### src/rtl/dc_pkg.sv
package dc_pkg;

    localparam int OFS_W = 2;

    typedef enum logic [2:0] {
        ST_IDLE,
        ST_WBACK,
        ST_FILL,
        ST_FL_SCAN,
        ST_FL_WB
    } dc_state_e;

    function automatic logic line_needs_wb(input logic vld, input logic drt);
        return vld && drt;
    endfunction

    function automatic logic is_mem_state(input dc_state_e st);
        return (st == ST_WBACK) || (st == ST_FILL) || (st == ST_FL_WB);
    endfunction

endpackage

### src/rtl/dc_store.sv
module dc_store #(
    parameter int SETS   = 4,
    parameter int TAG_W  = 28,
    parameter int DATA_W = 32
) (
    input  logic                         clk,
    input  logic                         rst,
    input  logic [$clog2(SETS)-1:0]      rd_set,
    output logic [1:0]                   rd_valid,
    output logic [1:0]                   rd_dirty,
    output logic [TAG_W-1:0]             rd_tag [2],
    output logic [DATA_W-1:0]            rd_data [2],
    output logic                         rd_lru,
    input  logic                         wr_en,
    input  logic [$clog2(SETS)-1:0]      wr_set,
    input  logic                         wr_way,
    input  logic [TAG_W-1:0]             wr_tag,
    input  logic [DATA_W-1:0]            wr_data,
    input  logic                         wr_dirty,
    input  logic                         lru_en,
    input  logic [$clog2(SETS)-1:0]      lru_set,
    input  logic                         lru_used
);
    logic [1:0]        valid_q [SETS];
    logic [1:0]        dirty_q [SETS];
    logic [SETS-1:0]   lru_q;
    logic [TAG_W-1:0]  tag_q   [SETS][2];
    logic [DATA_W-1:0] data_q  [SETS][2];

    always_ff @(posedge clk) begin
        if (rst) begin
            for (int s = 0; s < SETS; s++) begin
                valid_q[s] <= '0;
                dirty_q[s] <= '0;
            end
            lru_q <= '0;
        end else begin
            if (wr_en) begin
                valid_q[wr_set][wr_way] <= 1'b1;
                dirty_q[wr_set][wr_way] <= wr_dirty;
            end
            if (lru_en)
                lru_q[lru_set] <= ~lru_used;
        end
    end

    always_ff @(posedge clk) begin
        if (wr_en) begin
            tag_q[wr_set][wr_way]  <= wr_tag;
            data_q[wr_set][wr_way] <= wr_data;
        end
    end

    assign rd_valid = valid_q[rd_set];
    assign rd_dirty = dirty_q[rd_set];
    assign rd_lru   = lru_q[rd_set];

    for (genvar w = 0; w < 2; w++) begin : g_way_rd
        assign rd_tag[w]  = tag_q[rd_set][w];
        assign rd_data[w] = data_q[rd_set][w];
    end
endmodule

### src/rtl/dc_match.sv
module dc_match #(
    parameter int TAG_W  = 28,
    parameter int DATA_W = 32
) (
    input  logic [1:0]        way_valid,
    input  logic [TAG_W-1:0]  way_tag  [2],
    input  logic [DATA_W-1:0] way_data [2],
    input  logic [TAG_W-1:0]  req_tag,
    output logic              hit,
    output logic              hit_way,
    output logic [DATA_W-1:0] hit_data
);
    logic [1:0] eq;

    for (genvar w = 0; w < 2; w++) begin : g_cmp
        assign eq[w] = way_valid[w] && (way_tag[w] == req_tag);
    end

    assign hit      = |eq;
    assign hit_way  = eq[1];
    assign hit_data = eq[1] ? way_data[1] : way_data[0];
endmodule

### src/rtl/dcache_wb.sv
module dcache_wb
    import dc_pkg::*;
#(
    parameter int ADDR_W = 32,
    parameter int DATA_W = 32,
    parameter int SETS   = 4
) (
    input  logic                    clk,
    input  logic                    rst,
    input  logic                    cpu_req_valid,
    output logic                    cpu_req_ready,
    input  logic                    cpu_req_write,
    input  logic [ADDR_W-1:0]       cpu_req_addr,
    input  logic [DATA_W-1:0]       cpu_req_wdata,
    output logic                    cpu_resp_valid,
    output logic                    cpu_resp_hit,
    output logic [DATA_W-1:0]       cpu_resp_rdata,
    input  logic                    flush_start,
    output logic                    flush_busy,
    output logic                    mem_valid,
    output logic                    mem_we,
    output logic [ADDR_W-OFS_W-1:0] mem_addr,
    output logic [DATA_W-1:0]       mem_wdata,
    input  logic                    mem_ready,
    input  logic [DATA_W-1:0]       mem_rdata
);
    localparam int SET_W  = $clog2(SETS);
    localparam int TAG_W  = ADDR_W - OFS_W - SET_W;
    localparam int LINES  = 2 * SETS;
    localparam int LINE_W = $clog2(LINES);

    dc_state_e         state_q;
    logic              req_we_q;
    logic [SET_W-1:0]  req_set_q;
    logic [TAG_W-1:0]  req_tag_q;
    logic [DATA_W-1:0] req_wdata_q;
    logic              victim_q;
    logic [LINE_W-1:0] fl_idx_q;

    logic [SET_W-1:0]  cpu_set, rd_set, fl_set;
    logic [TAG_W-1:0]  cpu_tag;
    logic              fl_way, fl_last, sel_way, accept;
    logic [1:0]        rd_valid, rd_dirty;
    logic [TAG_W-1:0]  rd_tag  [2];
    logic [DATA_W-1:0] rd_data [2];
    logic              rd_lru, hit, hit_way;
    logic [DATA_W-1:0] hit_data, fill_word;
    logic              wr_en, wr_way, wr_dirty, lru_en, lru_used;
    logic [SET_W-1:0]  wr_set, lru_set;
    logic [TAG_W-1:0]  wr_tag;
    logic [DATA_W-1:0] wr_data;
    logic [OFS_W-1:0]  unused_ofs;

    assign unused_ofs = cpu_req_addr[OFS_W-1:0];
    assign cpu_set    = cpu_req_addr[OFS_W +: SET_W];
    assign cpu_tag    = cpu_req_addr[ADDR_W-1 -: TAG_W];
    assign fl_set     = fl_idx_q[LINE_W-1:1];
    assign fl_way     = fl_idx_q[0];
    assign fl_last    = (fl_idx_q == LINE_W'(LINES - 1));

    assign cpu_req_ready = (state_q == ST_IDLE) && !flush_start;
    assign accept        = cpu_req_valid && cpu_req_ready;
    assign flush_busy    = (state_q == ST_FL_SCAN) || (state_q == ST_FL_WB);
    assign mem_valid     = is_mem_state(state_q);
    assign mem_we        = (state_q != ST_FILL);

    always_comb begin
        case (state_q)
            ST_IDLE:               rd_set = cpu_set;
            ST_FL_SCAN, ST_FL_WB:  rd_set = fl_set;
            default:               rd_set = req_set_q;
        endcase
    end

    assign sel_way   = flush_busy ? fl_way : victim_q;
    assign mem_addr  = (state_q == ST_FILL) ? {req_tag_q, req_set_q}
                                            : {rd_tag[sel_way], rd_set};
    assign mem_wdata = rd_data[sel_way];
    assign fill_word = req_we_q ? req_wdata_q : mem_rdata;

    dc_store #(.SETS(SETS), .TAG_W(TAG_W), .DATA_W(DATA_W)) u_store (
        .clk(clk), .rst(rst),
        .rd_set(rd_set), .rd_valid(rd_valid), .rd_dirty(rd_dirty),
        .rd_tag(rd_tag), .rd_data(rd_data), .rd_lru(rd_lru),
        .wr_en(wr_en), .wr_set(wr_set), .wr_way(wr_way), .wr_tag(wr_tag),
        .wr_data(wr_data), .wr_dirty(wr_dirty),
        .lru_en(lru_en), .lru_set(lru_set), .lru_used(lru_used)
    );

    dc_match #(.TAG_W(TAG_W), .DATA_W(DATA_W)) u_match (
        .way_valid(rd_valid), .way_tag(rd_tag), .way_data(rd_data),
        .req_tag(cpu_tag), .hit(hit), .hit_way(hit_way), .hit_data(hit_data)
    );

    // Line and recency updates
    always_comb begin
        wr_en    = 1'b0;
        wr_set   = rd_set;
        wr_way   = 1'b0;
        wr_tag   = cpu_tag;
        wr_data  = cpu_req_wdata;
        wr_dirty = 1'b0;
        lru_en   = 1'b0;
        lru_set  = rd_set;
        lru_used = 1'b0;
        case (state_q)
            ST_IDLE: begin
                if (accept && hit) begin
                    lru_en   = 1'b1;
                    lru_used = hit_way;
                    if (cpu_req_write) begin
                        wr_en    = 1'b1;
                        wr_way   = hit_way;
                        wr_dirty = 1'b1;
                    end
                end
            end
            ST_FILL: begin
                if (mem_ready) begin
                    wr_en    = 1'b1;
                    wr_set   = req_set_q;
                    wr_way   = victim_q;
                    wr_tag   = req_tag_q;
                    wr_data  = fill_word;
                    wr_dirty = req_we_q;
                    lru_en   = 1'b1;
                    lru_set  = req_set_q;
                    lru_used = victim_q;
                end
            end
            ST_FL_WB: begin
                if (mem_ready) begin
                    wr_en   = 1'b1;
                    wr_set  = fl_set;
                    wr_way  = fl_way;
                    wr_tag  = rd_tag[fl_way];
                    wr_data = rd_data[fl_way];
                end
            end
            default: ;
        endcase
    end

    always_ff @(posedge clk) begin
        if (rst) begin
            state_q        <= ST_IDLE;
            cpu_resp_valid <= 1'b0;
            cpu_resp_hit   <= 1'b0;
            cpu_resp_rdata <= '0;
            req_we_q       <= 1'b0;
            req_set_q      <= '0;
            req_tag_q      <= '0;
            req_wdata_q    <= '0;
            victim_q       <= 1'b0;
            fl_idx_q       <= '0;
        end else begin
            cpu_resp_valid <= 1'b0;
            case (state_q)
                ST_IDLE: begin
                    if (flush_start) begin
                        fl_idx_q <= '0;
                        state_q  <= ST_FL_SCAN;
                    end else if (accept) begin
                        if (hit) begin
                            cpu_resp_valid <= 1'b1;
                            cpu_resp_hit   <= 1'b1;
                            cpu_resp_rdata <= cpu_req_write ? cpu_req_wdata : hit_data;
                        end else begin
                            req_we_q    <= cpu_req_write;
                            req_set_q   <= cpu_set;
                            req_tag_q   <= cpu_tag;
                            req_wdata_q <= cpu_req_wdata;
                            victim_q    <= rd_lru;
                            state_q     <= line_needs_wb(rd_valid[rd_lru], rd_dirty[rd_lru])
                                           ? ST_WBACK : ST_FILL;
                        end
                    end
                end
                ST_WBACK: if (mem_ready) state_q <= ST_FILL;
                ST_FILL: begin
                    if (mem_ready) begin
                        cpu_resp_valid <= 1'b1;
                        cpu_resp_hit   <= 1'b0;
                        cpu_resp_rdata <= fill_word;
                        state_q        <= ST_IDLE;
                    end
                end
                ST_FL_SCAN: begin
                    if (line_needs_wb(rd_valid[fl_way], rd_dirty[fl_way]))
                        state_q <= ST_FL_WB;
                    else if (fl_last)
                        state_q <= ST_IDLE;
                    else
                        fl_idx_q <= fl_idx_q + LINE_W'(1);
                end
                ST_FL_WB: begin
                    if (mem_ready) begin
                        if (fl_last) begin
                            state_q <= ST_IDLE;
                        end else begin
                            fl_idx_q <= fl_idx_q + LINE_W'(1);
                            state_q  <= ST_FL_SCAN;
                        end
                    end
                end
                default: state_q <= ST_IDLE;
            endcase
        end
    end
endmodule

### config.mk
export PLATFORM = sky130hd
export DESIGN_NAME = dcache_wb
export DESIGN_NICKNAME = d
export VERILOG_FILES = /design/src/rtl/dc_pkg.sv /design/src/rtl/dc_store.sv /design/src/rtl/dc_match.sv /design/src/rtl/dcache_wb.sv
export SDC_FILE = /design/constraint.sdc
export NUM_CORES = 1
export LEC_CHECK = 0
export ABC_AREA = 1
export BUFFER_PORTS_ARGS = -buffer_cell sky130_fd_sc_hd__buf_2
export CORE_AREA = 10 10 256 356
export CTS_CLUSTER_SIZE = 16
export DETAILED_ROUTE_END_ITERATION = 8
export DIE_AREA = 0 0 266 366
export HOLD_SLACK_MARGIN = 0.12
export SLEW_MARGIN = 20
export SYNTH_ARGS = -nofsm -noshare
export SYNTH_HDL_FRONTEND = slang
export SYNTH_SLANG_ARGS = --single-unit
export TNS_END_PERCENT = 100
### constraint.sdc
create_clock -name clk -period 10.07 [get_ports clk]
set_clock_uncertainty 0.15 [all_clocks]
set_input_delay 3.021 -clock clk [delete_from_list [all_inputs] [get_ports clk]]
set_output_delay 3.021 -clock clk [all_outputs]
set_load 0.005 [all_outputs]
==> flow_metrics.tcl, run 1 <==
set metrics [dict create \
    outcome "finished clean" \
    cp_max_fo 67 \
    total_power_mw 11.3 \
    cp_top_family "buffers and inverters" \
    grt_max_degree 100 \
    drc 0 \
    dp_slack_ns 1.16 \
    rr_worst_depth 24 \
    setup_viol 0 \
    ys_warn_count 0 \
    ir_drop_v 0.000257 \
    pwr-share-seq_pct 27.8 \
    num_rows 126 \
    cp_cell_sequence "buf_2 -> nand3_1 -> nand2_1 -> inv_2 -> nand2_4 -> nand2_8 -> inv_4 -> buf_12 -> buf_4 -> nand2_1 -> a32o_1 -> o21ai_0 -> buf_2" \
    htreeDepth 2 \
    slowest_stage "inv_4" \
    timing.critical_path.slowest_cell_delay_ns 0.44 \
    vias 24500 \
    post_cts.repair.setup_buffers 0 \
    die_x_um 266 \
    ant_nets 0 \
    dieArea_um2 97400 \
    syn2layout_area_growth_pct 13.8 \
    power_frac_comb_pct 52.2 \
    crit_buf_inv 6 \
    critPathRequiredTime_ns 6.90 \
    post-route-period-util_pct 88.5 \
    grt_setup_unrepaired "no" \
    ctsHoldBuffers 0 \
    nets 3474 \
    postSynthRegisterBits 604 \
    cp.depth 13 \
    grt.total_usage_pct 19.9 \
    cts_buffers 61 \
    power.density_nw_per_um2 340 \
    cts_resized 0 \
    numClockSinks 604 \
    yosysSeqAreaShare_pct 58.3 \
    finalWorstSetupSlack_ns 1.16 \
    tightest_slew_ns 1.17 \
    wire_per_inst_um 22.3 \
    fmaxAchievable_ghz 0.112 \
    io_pins 202 \
    worstSetupPathType "input port to output port" \
    p_sw_share_pct 47.1 \
    dpl.hpwl_um 59900 \
    syn_inst 3261 \
    finalHoldViolations 0 \
    io_buffers 199 \
    core_area_um2 84200 \
    gp_congestion 0.833 \
    grt_pass1_wl_um 148000 \
    syn_area_per_cell_um2 8.97 \
    dr.pass1.iters 6 \
    drt_wl_total_um 101000 \
    maxSlewViolCount 0 \
    clockPowerShare_pct 20.0 \
    p_int_mw 5.98 \
    critPathCaptureType "output port" \
    ys_types 33 \
    start_util_pct 34.7 \
    setup-tns-final_ns 0 \
    overflow 0 \
    syn-cell-area_um2 29200 \
    drive_gt1_share_pct 11.4 \
    fin_hold_ws_ns 0.316 \
    die-height_um 366 \
    power_switching_mw 5.32 \
    finalCriticalPeriod_ns 8.91 \
    critPathArrivalTime_ns 5.74 \
    drt_iter0_drc 2482 \
    grt_pass1_vias 23400 \
    cts.clk_slew.worst_paths_ns 0.06 \
    cts.path.max_buffers 3 \
    whs_path_depth 2 \
    antenna_found_initial 8 \
    root_buffer "clkbuf_16" \
    worst_slew_margin_rel_pct 21.7 \
    synth_nets 3365 \
    hold_path.class "register to register" \
    critPathLaunchType "input port" \
    drv_cap 0 \
    vias_per_cell 5.42 \
    clk_latency_ns 0.65 \
    cts_tree "yes" \
    p_leak_nw 13.5 \
]
[cell type report]
type / count / area (µm²)
Fill cell: 8381 / 50900
Sequential cell: 604 / 17100
Clock buffer: 80 / 1640
Clock inverter: 35 / 328
Tap cell: 1088 / 1360
Antenna cell: 2 / 5.00
Timing Repair Buffer: 252 / 1510
Multi-Input combinational cell: 2144 / 10200
Inverter: 307 / 1160
[tightest hold or removal path: cells and delay by family, from the launching register on]
family	cells	cell delay [ns]
simple gates	1	0.06
flops	1	0.31
compound gates	1	0.05
[metrics by stage]
| step | util [%] | cell area, µm² | std cells |
|---|---|---|---|
| floorplan | - | 29200 | 3261 |
| global placement | 37.2 | 31300 | 4395 |
| detailed placement | 37.2 | 31300 | 4395 |
| CTS | 39.5 | 33300 | 4510 |
| global route | 39.5 | 33300 | 4510 |
| finish | 39.5 | 33300 | 4512 |
[cells in the final DEF, fill, tap and decap left out, types with 8 or more instances in the layout]
cell / count
a32oi_1: 45
inv_2: 11
dfxtp_1: 108
a32o_1: 24
inv_1: 286
nand2_2: 10
clkinv_2: 18
nor2_1: 171
nor2_4: 8
clkbuf_1: 15
buf_2: 199
buf_4: 44
buf_12: 9
edfxtp_1: 496
nand3b_1: 67
o22ai_1: 32
o211ai_1: 30
clkbuf_16: 61
o21ai_0: 199
a21oi_1: 133
nand2_1: 939
nand3_1: 426
o221ai_1: 36
clkinv_1: 12
[sequential cells by signal, summed over array words and instances (netlist names), 2 cells and up]
name	cells
u_store.tag_q	224
state_q	3
req_set_q	2
req_wdata_q	32
u_store.data_q	256
req_tag_q	28
u_store.lru_q	4
fl_idx_q	3
u_store.dirty_q	8
u_store.valid_q	8
cpu_resp_rdata	32
[logic make-up (layout without fill, tap and decap cells)]
family,count (synthesis),in the layout,share of synthesized area (%)
AOI/OAI and AO/OA,505,505,10.5
adders and majority gates,2,2,0.0855
buffers and inverters,513,674,7.01
DFF,604,604,58.3
other,0,2,0
and+or+nand+nor,1637,1637,24.1
[final timing paths]
kind / from / endpoint / slack (ns)
setup / recovery: cpu_req_addr[2] / mem_wdata[26] / 1.16
hold / removal: u_store.lru_q[1] / u_store.lru_q[1] / 0.32
setup reg to reg: state_q[1] / u_store.tag_q[1][33] / 3.54
hold reg to reg: u_store.lru_q[1] / u_store.lru_q[1] / 0.32
[routing by layer]
| metal | part of all wire [%] | GRT usage, % | vias to the layer above |
|---|---|---|---|
| met5 | 0.019 | 0 | - |
| met2 | 48 | 33.1 | 1174 |
| met1 | 40 | 25.5 | 11700 |
| met4 | 3.1 | 6.48 | 2 |
| met3 | 9.3 | 3.97 | 213 |
| li1 | - | - | 11400 |
[cell usage after synthesis (all sizes together)]
cell type | count | share of area (%)
nand2 | 952 | 12
edfxtp | 496 | 51
nand3 | 429 | 7.4
inv | 302 | 3.9
o21ai | 204 | 3.5
nor2 | 179 | 2.4
a21oi | 134 | 2.3
clkbuf | 116 | 1.5
dfxtp | 108 | 7.4
buf | 90 | 1.6
nand3b | 67 | 1.7
a32oi | 45 | 1.3
o221ai | 36 | 1.1
o22ai | 32 | 0.68
o211ai | 30 | 0.77
a32o | 24 | 0.82
nand4 | 7 | 0.15
clkinv | 5 | 0.064
ha | 2 | 0.086
nor3 | 2 | 0.034
or2 | 1 | 0.021
[power groups by stage]
stage	sequential (mW)	clock, mW	combinational [mW]
after floorplan	3.17	0	3.71
final	3.14	2.26	5.90
after CTS	3.14	2.29	5.91
after detailed placement	3.19	0	5.90
after global routing	3.16	2.39	6.52
after global placement	3.18	0	5.84
No activity file was read; power rests on OpenSTA's default activity.
==> run 2: changes to the inputs <==
- CORE_AREA: 10 10 256 356 -> 2 2 248 348
- DIE_AREA: 0 0 266 366 -> 0 0 250 350
==> flow_metrics.tcl, run 2 (synthesized netlist as in run 1, its figures left out) <==
set metrics [dict create \
    nets 3488 \
    antenna_found_initial 8 \
    grt_pass1_wl_um 147000 \
    drt_iter0_drc 2473 \
    syn2layout_area_growth_pct 14.8 \
    critPathRequiredTime_ns 6.90 \
    setup_viol 0 \
    layout_commonest_cell "nand2_1" \
    io_buffers 199 \
    largest_register_ffs 256 \
    critPathLaunchType "input port" \
    drc 0 \
    root_buffer "clkbuf_16" \
    wl_met2_um 49200 \
    grt_max_degree 118 \
    gp_congestion 0.863 \
    vias_per_cell 5.41 \
    cp_cell_sequence "buf_2 -> nand3_1 -> nand2_1 -> inv_2 -> nand2_4 -> nand2_8 -> inv_4 -> buf_4 -> nand2_1 -> a32oi_1 -> inv_1 -> o21ai_0 -> buf_2" \
    rr_worst_depth 21 \
    fin_cells 4531 \
    die_x_um 250 \
    outcome "finished clean" \
    cts.clk_slew.worst_paths_ns 0.06 \
    p_leak_nw 13.7 \
    dr.pass1.iters 6 \
    tightest_slew_ns 1.14 \
    critPathCaptureType "output port" \
    ctsHoldBuffers 0 \
    drive_gt1_share_pct 11.8 \
    dpl.hpwl_um 58700 \
    total_power_mw 11.5 \
    wire_per_inst_um 22.2 \
    drv_cap 0 \
    cts_buffers 67 \
    post_cts.repair.setup_buffers 0 \
    die-height_um 350 \
    cts_resized 0 \
    finalHoldViolations 0 \
    io_pins 202 \
    num_rows 126 \
    dieArea_um2 87500 \
    htreeDepth 3 \
    numClockSinks 604 \
    setup-tns-final_ns 0 \
    fmaxAchievable_ghz 0.110 \
    layout_common_cells "939 x nand2_1, 496 x edfxtp_1, 426 x nand3_1, 286 x inv_1" \
    wl_met1_um 39100 \
    regMostFlops "u_store.data_q" \
    overflow 0 \
    top_regs "u_store.data_q x256, u_store.tag_q x224" \
    dp_cells 4402 \
    grt_setup_unrepaired "no" \
    worstReg2RegStart "state_q[2]" \
    whs_path_depth 2 \
    finalCriticalPeriod_ns 9.12 \
    start_util_pct 34.7 \
    timing.critical_path.slowest_cell_delay_ns 0.59 \
    wl_met3_um 8280 \
    vias 24500 \
    cp_max_fo 49 \
    post-route-period-util_pct 90.6 \
    cts.path.max_buffers 3 \
    routed.top_layer "met5" \
    slowest_stage "o21ai_0" \
    hold_path.class "register to register" \
    worst_slew_margin_rel_pct 23.7 \
    grt_pass1_vias 23100 \
    worstSetupPathType "input port to output port" \
    cts_tree "yes" \
    hold_start "u_store.lru_q[0]" \
    critPathArrivalTime_ns 5.95 \
    grt.total_usage_pct 22.4 \
    power.density_nw_per_um2 343 \
    worstSetupStartpoint "cpu_req_addr[2]" \
    maxSlewViolCount 0 \
    ir_drop_v 0.000293 \
    clk_latency_ns 0.60 \
    ant_nets 0 \
    drt_wl_total_um 100000 \
    core_area_um2 84200 \
]
## run 2: cell count changes in the layout (fill, tap and decap cells not counted), moves of 4 or more
cell | before | now
buf_4 | 44 | 57
diode_2 | 2 | 6
clkbuf_8 | 4 | 10
clkbuf_16 | 61 | 72
buf_12 | 9 | 3
clkinv_2 | 18 | 14
## run 2: routing by layer
layer | up-vias | global-route usage [%]
li1 | 11400 | -
met1 | 11700 | 27.9
met2 | 1127 | 38.5
met3 | 229 | 3.63
met4 | 4 | 9.91
met5 | - | 0
## run 2: stage by stage
stage | hold WS, ns | setup slack, ns | area (µm²) | util [%]
2_1_floorplan | 0.289 | 1.96 | 29200 | -
3_3_place_gp | 0.300 | 1.01 | 31300 | 37.2
3_5_place_dp | 0.307 | 1.02 | 31300 | 37.2
4_1_cts | 0.315 | 1.02 | 33500 | 39.8
5_1_grt | 0.335 | 0.850 | 33600 | 39.9
6_report | 0.319 | 0.949 | 33600 | 39.9
## run 2: path summary, 6_finish.rpt
check / end / slack (ns)
worst max-delay path: mem_wdata[20] / 0.95
worst min-delay path: u_store.lru_q[0] / 0.32
worst max register to register: u_store.data_q[1][39] / 3.55
worst min register to register: u_store.lru_q[0] / 0.32
## run 2: final cells by class
cell class | count | area [µm²]
diodes | 6 | 15.0
clock buffers | 98 | 2000
well taps | 1088 | 1360
fillers | 8407 | 50600
inverters | 307 | 1160
flip-flops and latches | 604 | 17100
repair buffers | 260 | 1510
clock inverters | 24 | 244
multi-input cells | 2144 | 10200
## run 2: critical path: cells and delay by family
kind	cells	cell delay [ns]
buf+inv	6	1.28
simple gates	5	0.79
compound gates	2	0.82
## run 2: where the power goes
group          internal, mW  total [mW]  switching [mW]  leakage [nW]
sequential             3.07        3.14          0.0686          5.38
combinational          1.64        5.88            4.23          7.21
clock                  1.51        2.52            1.01          1.10
